## config.mk

```make
export PLATFORM = sky130hd
export DESIGN_NAME = wr_pre_guard
export DESIGN_NICKNAME = d
export VERILOG_FILES = /design/src/rtl/wpg_pkg.sv /design/src/rtl/wpg_window_calc.sv /design/src/rtl/wpg_bank_timer.sv /design/src/rtl/wpg_violation.sv /design/src/rtl/wr_pre_guard.sv
export SDC_FILE = /design/constraint.sdc
export NUM_CORES = 1
export LEC_CHECK = 0
export CAP_MARGIN = 20
export CORE_AREA = 2 2 55 82
export DETAILED_ROUTE_END_ITERATION = 12
export DIE_AREA = 0 0 57 84
export DONT_BUFFER_PORTS = 1
export PLACE_DENSITY = 0.72
export SLEW_MARGIN = 20
export SYNTH_ARGS = -nofsm -noshare
export SYNTH_HDL_FRONTEND = slang
export SYNTH_HIERARCHICAL = 1
export SYNTH_SLANG_ARGS = --single-unit
export TNS_END_PERCENT = 10
```

## constraint.sdc

```tcl
create_clock -name clk -period 6.2 [get_ports clk]
set_input_delay 1.55 -clock clk [delete_from_list [all_inputs] [get_ports clk]]
set_output_delay 1.55 -clock clk [all_outputs]
set_load 0.02 [all_outputs]
```

## src/rtl/wpg_pkg.sv

```systemverilog
package wpg_pkg;
  typedef enum logic [1:0] {
    CMD_OTHER  = 2'b00,
    CMD_WRITE  = 2'b01,
    CMD_PRE    = 2'b10,
    CMD_PREALL = 2'b11
  } wpg_cmd_e;
endpackage

```

## src/rtl/wpg_window_calc.sv

```systemverilog
module wpg_window_calc #(
  parameter int LAT_W = 4,
  parameter int TWR_W = 4,
  parameter int BL_W  = 4,
  parameter int CNT_W = 6
) (
  input  logic [LAT_W-1:0] cfg_rl,
  input  logic [BL_W-1:0]  cfg_bl,
  input  logic [TWR_W-1:0] cfg_twr,
  output logic [CNT_W-1:0] load_val
);
  logic [CNT_W-1:0] rl_x, wl_x, half_x, twr_x;

  always_comb begin
    rl_x   = CNT_W'(cfg_rl);
    twr_x  = CNT_W'(cfg_twr);
    // write latency trails read latency by one; clamp at zero
    wl_x   = (rl_x == '0) ? '0 : rl_x - CNT_W'(1);
    // two beats per clock: BL4 -> 2 cycles, anything else -> BL8 -> 4 cycles
    half_x = (cfg_bl == BL_W'(4)) ? CNT_W'(2) : CNT_W'(4);
    // counter is loaded at the write edge, so it holds N-1 afterwards
    load_val = wl_x + half_x + twr_x - CNT_W'(1);
  end

  // the window is never empty, so a write always blocks at least one cycle
  always_comb begin
    a_r2_window_nonzero: assert (load_val != '0);
  end
endmodule

```

## src/rtl/wpg_bank_timer.sv

```systemverilog
module wpg_bank_timer #(
  parameter int CNT_W = 6
) (
  input  logic             clk,
  input  logic             rst,
  input  logic             wr_hit,
  input  logic [CNT_W-1:0] load_val,
  output logic             ok_q
);
  logic [CNT_W-1:0] cnt_q;

  always_ff @(posedge clk) begin
    if (rst) begin
      cnt_q <= '0;
      ok_q  <= 1'b1;
    end else if (wr_hit) begin
      cnt_q <= load_val;
      ok_q  <= 1'b0;
    end else if (cnt_q != '0) begin
      cnt_q <= cnt_q - CNT_W'(1);
      ok_q  <= (cnt_q == CNT_W'(1));
    end
  end

  // a write to this bank blocks precharge on the next cycle
  a_r4_write_blocks: assert property (@(posedge clk) disable iff (rst)
    wr_hit |=> !ok_q);

  // without a write, a running window only counts down by one
  a_r9_steady_count: assert property (@(posedge clk) disable iff (rst)
    (!wr_hit && cnt_q != '0) |=> (cnt_q == $past(cnt_q) - CNT_W'(1)));
endmodule

```

## src/rtl/wpg_violation.sv

```systemverilog
module wpg_violation
  import wpg_pkg::*;
#(
  parameter int NUM_BANKS = 4,
  parameter int BANK_W    = 2
) (
  input  logic                 clk,
  input  logic                 rst,
  input  logic                 cmd_valid,
  input  wpg_cmd_e             cmd_kind,
  input  logic [BANK_W-1:0]    cmd_bank,
  input  logic [NUM_BANKS-1:0] busy,
  output logic                 viol_pulse,
  output logic                 viol_sticky,
  output logic [BANK_W-1:0]    viol_bank,
  output logic                 viol_all
);
  logic [BANK_W-1:0] low_idx;
  logic              pre_hit, all_hit;

  always_comb begin
    low_idx = '0;
    for (int i = NUM_BANKS - 1; i >= 0; i--) begin
      if (busy[i]) low_idx = BANK_W'(i);
    end
    pre_hit = cmd_valid && (cmd_kind == CMD_PRE) && busy[cmd_bank];
    all_hit = cmd_valid && (cmd_kind == CMD_PREALL) && (|busy);
  end

  always_ff @(posedge clk) begin
    if (rst) begin
      viol_pulse  <= 1'b0;
      viol_sticky <= 1'b0;
      viol_bank   <= '0;
      viol_all    <= 1'b0;
    end else begin
      viol_pulse  <= pre_hit | all_hit;
      viol_sticky <= viol_sticky | pre_hit | all_hit;
      if (pre_hit) begin
        viol_bank <= cmd_bank;
        viol_all  <= 1'b0;
      end else if (all_hit) begin
        viol_bank <= low_idx;
        viol_all  <= 1'b1;
      end
    end
  end

  // once set, the latched flag survives until reset
  a_r8_sticky_holds: assert property (@(posedge clk) disable iff (rst)
    viol_sticky |=> viol_sticky);

  // every pulse is mirrored in the latched flag
  a_r8_pulse_latched: assert property (@(posedge clk) disable iff (rst)
    viol_pulse |-> viol_sticky);

  // precharge-all with all banks idle is clean
  a_r7_all_idle_clean: assert property (@(posedge clk) disable iff (rst)
    (cmd_valid && cmd_kind == CMD_PREALL && busy == '0) |=> !viol_pulse);
endmodule

```

## src/rtl/wr_pre_guard.sv

```systemverilog
module wr_pre_guard
  import wpg_pkg::*;
#(
  parameter int NUM_BANKS = 4,
  parameter int LAT_W     = 4,
  parameter int TWR_W     = 4,
  parameter int BL_W      = 4,
  localparam int BANK_W   = $clog2(NUM_BANKS),
  localparam int CNT_W    = ((LAT_W > TWR_W) ? LAT_W : TWR_W) + 2
) (
  input  logic                 clk,
  input  logic                 rst,
  input  logic                 cmd_valid,
  input  logic [1:0]           cmd_kind,
  input  logic [BANK_W-1:0]    cmd_bank,
  input  logic [LAT_W-1:0]     cfg_rl,
  input  logic [BL_W-1:0]      cfg_bl,
  input  logic [TWR_W-1:0]     cfg_twr,
  output logic [NUM_BANKS-1:0] pre_ok,
  output logic                 viol_pulse,
  output logic                 viol_sticky,
  output logic [BANK_W-1:0]    viol_bank,
  output logic                 viol_all
);
  wpg_cmd_e         kind;
  logic [CNT_W-1:0] load_val;
  logic             is_write;

  assign kind     = wpg_cmd_e'(cmd_kind);
  assign is_write = cmd_valid && (kind == CMD_WRITE);

  wpg_window_calc #(
    .LAT_W(LAT_W), .TWR_W(TWR_W), .BL_W(BL_W), .CNT_W(CNT_W)
  ) calc_i (
    .cfg_rl(cfg_rl), .cfg_bl(cfg_bl), .cfg_twr(cfg_twr), .load_val(load_val)
  );

  for (genvar g = 0; g < NUM_BANKS; g++) begin : g_bank
    wpg_bank_timer #(.CNT_W(CNT_W)) timer_i (
      .clk(clk),
      .rst(rst),
      .wr_hit(is_write && (cmd_bank == BANK_W'(g))),
      .load_val(load_val),
      .ok_q(pre_ok[g])
    );
  end

  wpg_violation #(.NUM_BANKS(NUM_BANKS), .BANK_W(BANK_W)) viol_i (
    .clk(clk),
    .rst(rst),
    .cmd_valid(cmd_valid),
    .cmd_kind(kind),
    .cmd_bank(cmd_bank),
    .busy(~pre_ok),
    .viol_pulse(viol_pulse),
    .viol_sticky(viol_sticky),
    .viol_bank(viol_bank),
    .viol_all(viol_all)
  );

  // an idle command slot never produces a violation
  a_r10_invalid_quiet: assert property (@(posedge clk) disable iff (rst)
    !cmd_valid |=> !viol_pulse);

  // a write touches only its own bank's flag
  a_r6_other_banks: assert property (@(posedge clk) disable iff (rst)
    (is_write && pre_ok[0] && cmd_bank != BANK_W'(0)) |=> pre_ok[0]);
endmodule

```

==> reports/qor.txt <==
Area Overhead vs Synth: 5.94%
Gpl congestion: 0.763
Area share of the largest cell type after synthesis: 28.0%
Post-Syn Area: 2360 µm²
CTS buffer count: 5
Vias in the first global route: 1950
CP startpoint kind: primary input
R2R setup slack: 4.30 ns
Synthesized flop and latch total: 33
EDFF count, synth: 0
Total GRT Usage: 20.9%
CTS root buf: clkbuf_8
FF-to-FF Start: g_bank[1].timer_i/ok_q$_SDFFE_PP1P_
Top post-synthesis cells by area: dfxtp_1 28%, ha_1 11%, inv_1 5.6%, mux2i_1 4.7%, nor3_1 4.0%
Remaining antenna violation count: 0
Clk_lat worst skew: 0.29 ns
DIE AREA: 4790 µm²
Final setup violation count: 0
Reg-to-Reg End: viol_i/viol_sticky$_SDFF_PP0_
Most frequent cells in the layout: 35 x inv_1, 33 x dfxtp_1, 21 x nor2_1, 21 x ha_1, 19 x nor3_1
Die X: 57 µm
Most common cell after layout, fill and taps aside: inv_1
Largest net degree at the start of global routing: 37
CP Max Fanout: 4
DR WL/cell: 14.2 µm
Starting Density: 57.0%
Sequential area share after synthesis: 28.0%
Drt total wl: 4620 µm
Post-synth top area cell: dfxtp_1
Port bufs: 0
Diode count: 0
Synth warn: 6
Proportion of layout cells with a drive suffix above 1: 11.8%
Count of different cell masters after synthesis: 51
Maximum clock rate: 0.257 GHz
Main synth FF type: dfxtp_1
Fin nets: 322
CP required: 6.39 ns
Worst-Margin Slew: 0.780 ns
Post-synth ARST share: 0%
Status: finished, final reports clean
Mean Syn Cell Area: 8.60 µm²
CTS tree: yes
Syn_nets: 317
Cts hold-fix bufs: 0
Die H: 84 µm
IO Pins: 28
Tot Pwr: 1.26 mW
Clock buffer depth: 2
Post-CTS setup buffers: 0
Via count: 1895
Met2 usage: 39.0%
Clock period minus worst slack: 3.89 ns
Max_slew headroom: 47.6%
Depth of the CTS H-tree: 2
Critical path arrival: 4.08 ns
Vias per inst: 5.81
Initial antenna violation count: 0
Fin util: 60.4%
HPWL after DPL: 3500 µm
First DRT Iteration DRCs: 78
Crit path launch: cfg_rl[0]
Post-Synthesis Cells: 274
Count of pins over their slew limit: 0
Unrepaired setup endpoints after global routing: no
Rows: 29
Detailed Routing Iterations Pass 1: 4
Number of max-cap violations: 0
Global-route wire length before repair: 8080 µm
Global route overflow: 0
Tcrit/Tclk final: 62.7%
Grt met3 use: 4.19%
Clock sink count: 33
Post_cts resized: 0
Worst VDD drop: 0.000371 V
Pwr/cell area: 505 nW/µm²
Worst setup path category: primary input to flop
Leakage power: 1.13 nW
GRT met1 Usage: 22.7%
Fin Clk Skew: 0.00992 ns
Final hold vios: 0
Worst setup path endpoint: g_bank[2].timer_i/cnt_q[5]$_SDFFE_PP0P_
Core Area: 4140 µm²
Setup TNS: 0 ns
Hold Crit Class: flop to flop
R2R cell count: 5
Remaining DRCs: 0
Global routing's busiest layer: met2
Clk pin slew, worst setup/hold paths: 0.07 ns
CP Capture Type: flop
-- power by group --
part | internal [mW] | switching, mW
combinational | 0.339 | 0.349
clock | 0.0778 | 0.0790
sequential | 0.305 | 0.111
-- state kept, by name (all words and copies together) (netlist names) --
name / cells
viol_i/viol_all: 1
viol_i/viol_bank: 2
g_bank.timer_i/ok_q: 4
viol_i/viol_sticky: 1
g_bank.timer_i/cnt_q: 24
viol_i/viol_pulse: 1
-- synth_stat cells (all sizes together), types with 3 or more instances --
| cell type | number |
|---|---|
| a211oi | 6 |
| a21o | 5 |
| a21oi | 14 |
| and3 | 3 |
| buf | 4 |
| dfxtp | 33 |
| fa | 3 |
| ha | 21 |
| inv | 38 |
| mux2i | 11 |
| nand2 | 12 |
| nand3 | 3 |
| nor2 | 22 |
| nor2b | 5 |
| nor3 | 22 |
| nor3b | 5 |
| o21a | 3 |
| o21ai | 9 |
| o31ai | 8 |
| or3b | 3 |
| or4 | 8 |
| xnor2 | 6 |
| xor2 | 8 |
-- layer usage --
layer  routed length [µm]  up-vias
li1                     -      961
met1                 1910      879
met2                 2400       47
met3                  203        8
met4                  104        0
met5                    0        -
-- worst min-delay path by stage --
stage	startpoint	endpoint	slack [ns]	depth (start not counted)
final	viol_i/viol_sticky$_SDFF_PP0_	viol_i/viol_sticky$_SDFF_PP0_	0.54	2
after global routing	viol_i/viol_sticky$_SDFF_PP0_	viol_i/viol_sticky$_SDFF_PP0_	0.56	2
after CTS	viol_i/viol_sticky$_SDFF_PP0_	viol_i/viol_sticky$_SDFF_PP0_	0.54	2
after detailed placement	viol_i/viol_sticky$_SDFF_PP0_	viol_i/viol_sticky$_SDFF_PP0_	0.53	2
after global placement	viol_i/viol_sticky$_SDFF_PP0_	viol_i/viol_sticky$_SDFF_PP0_	0.53	2
after floorplan	g_bank[0].timer_i/cnt_q[1]$_SDFFE_PP0P_	g_bank[0].timer_i/cnt_q[1]$_SDFFE_PP0P_	0.51	2
-- layout make-up --
| class | count | area [µm²] |
|---|---|---|
| inverters | 38 | 143 |
| clock inverters | 2 | 10.0 |
| repair buffers | 3 | 22.5 |
| multi-input cells | 198 | 1530 |
| fillers | 396 | 1640 |
| clock buffers | 6 | 72.6 |
| flip-flops and latches | 33 | 661 |
| well taps | 46 | 57.6 |
-- cell families (layout without fill, tap and decap cells) --
group | count (synthesis) | count (layout) | share of synthesized area [%]
and+or+nand+nor | 93 | 93 | 23.9
buffers and inverters | 43 | 49 | 7.01
DFF | 33 | 33 | 28.0
xor gates and xnor gates | 14 | 14 | 5.20
other | 1 | 1 | 0.159
AOI/OAI and AO/OA | 53 | 53 | 16.3
muxes | 13 | 13 | 5.63
adders and majority gates | 24 | 24 | 13.7
-- per-stage QoR --
stage / instance area, µm² / hold slack, ns / cells / setup slack, ns
after global routing: 2500 / 0.558 / 326 / 2.15
after detailed placement: 2410 / 0.530 / 318 / 1.99
after floorplan: 2360 / 0.507 / 274 / 2.13
after global placement: 2410 / 0.528 / 318 / 2.05
after CTS: 2500 / 0.541 / 326 / 2.29
final: 2500 / 0.541 / 326 / 2.31
-- worst max-delay path: stages --
cell       delay, ns
or2_4           0.24
nor3b_2         0.14
a21oi_1         0.06
ha_1            0.30
fa_1            0.47
inv_1           0.08
ha_1            0.22
a21o_1          0.19
a21oi_2         0.13
xor2_1          0.28
nor2_1          0.11
a2111oi_4       0.30
Power figures use the tool's default switching activity.
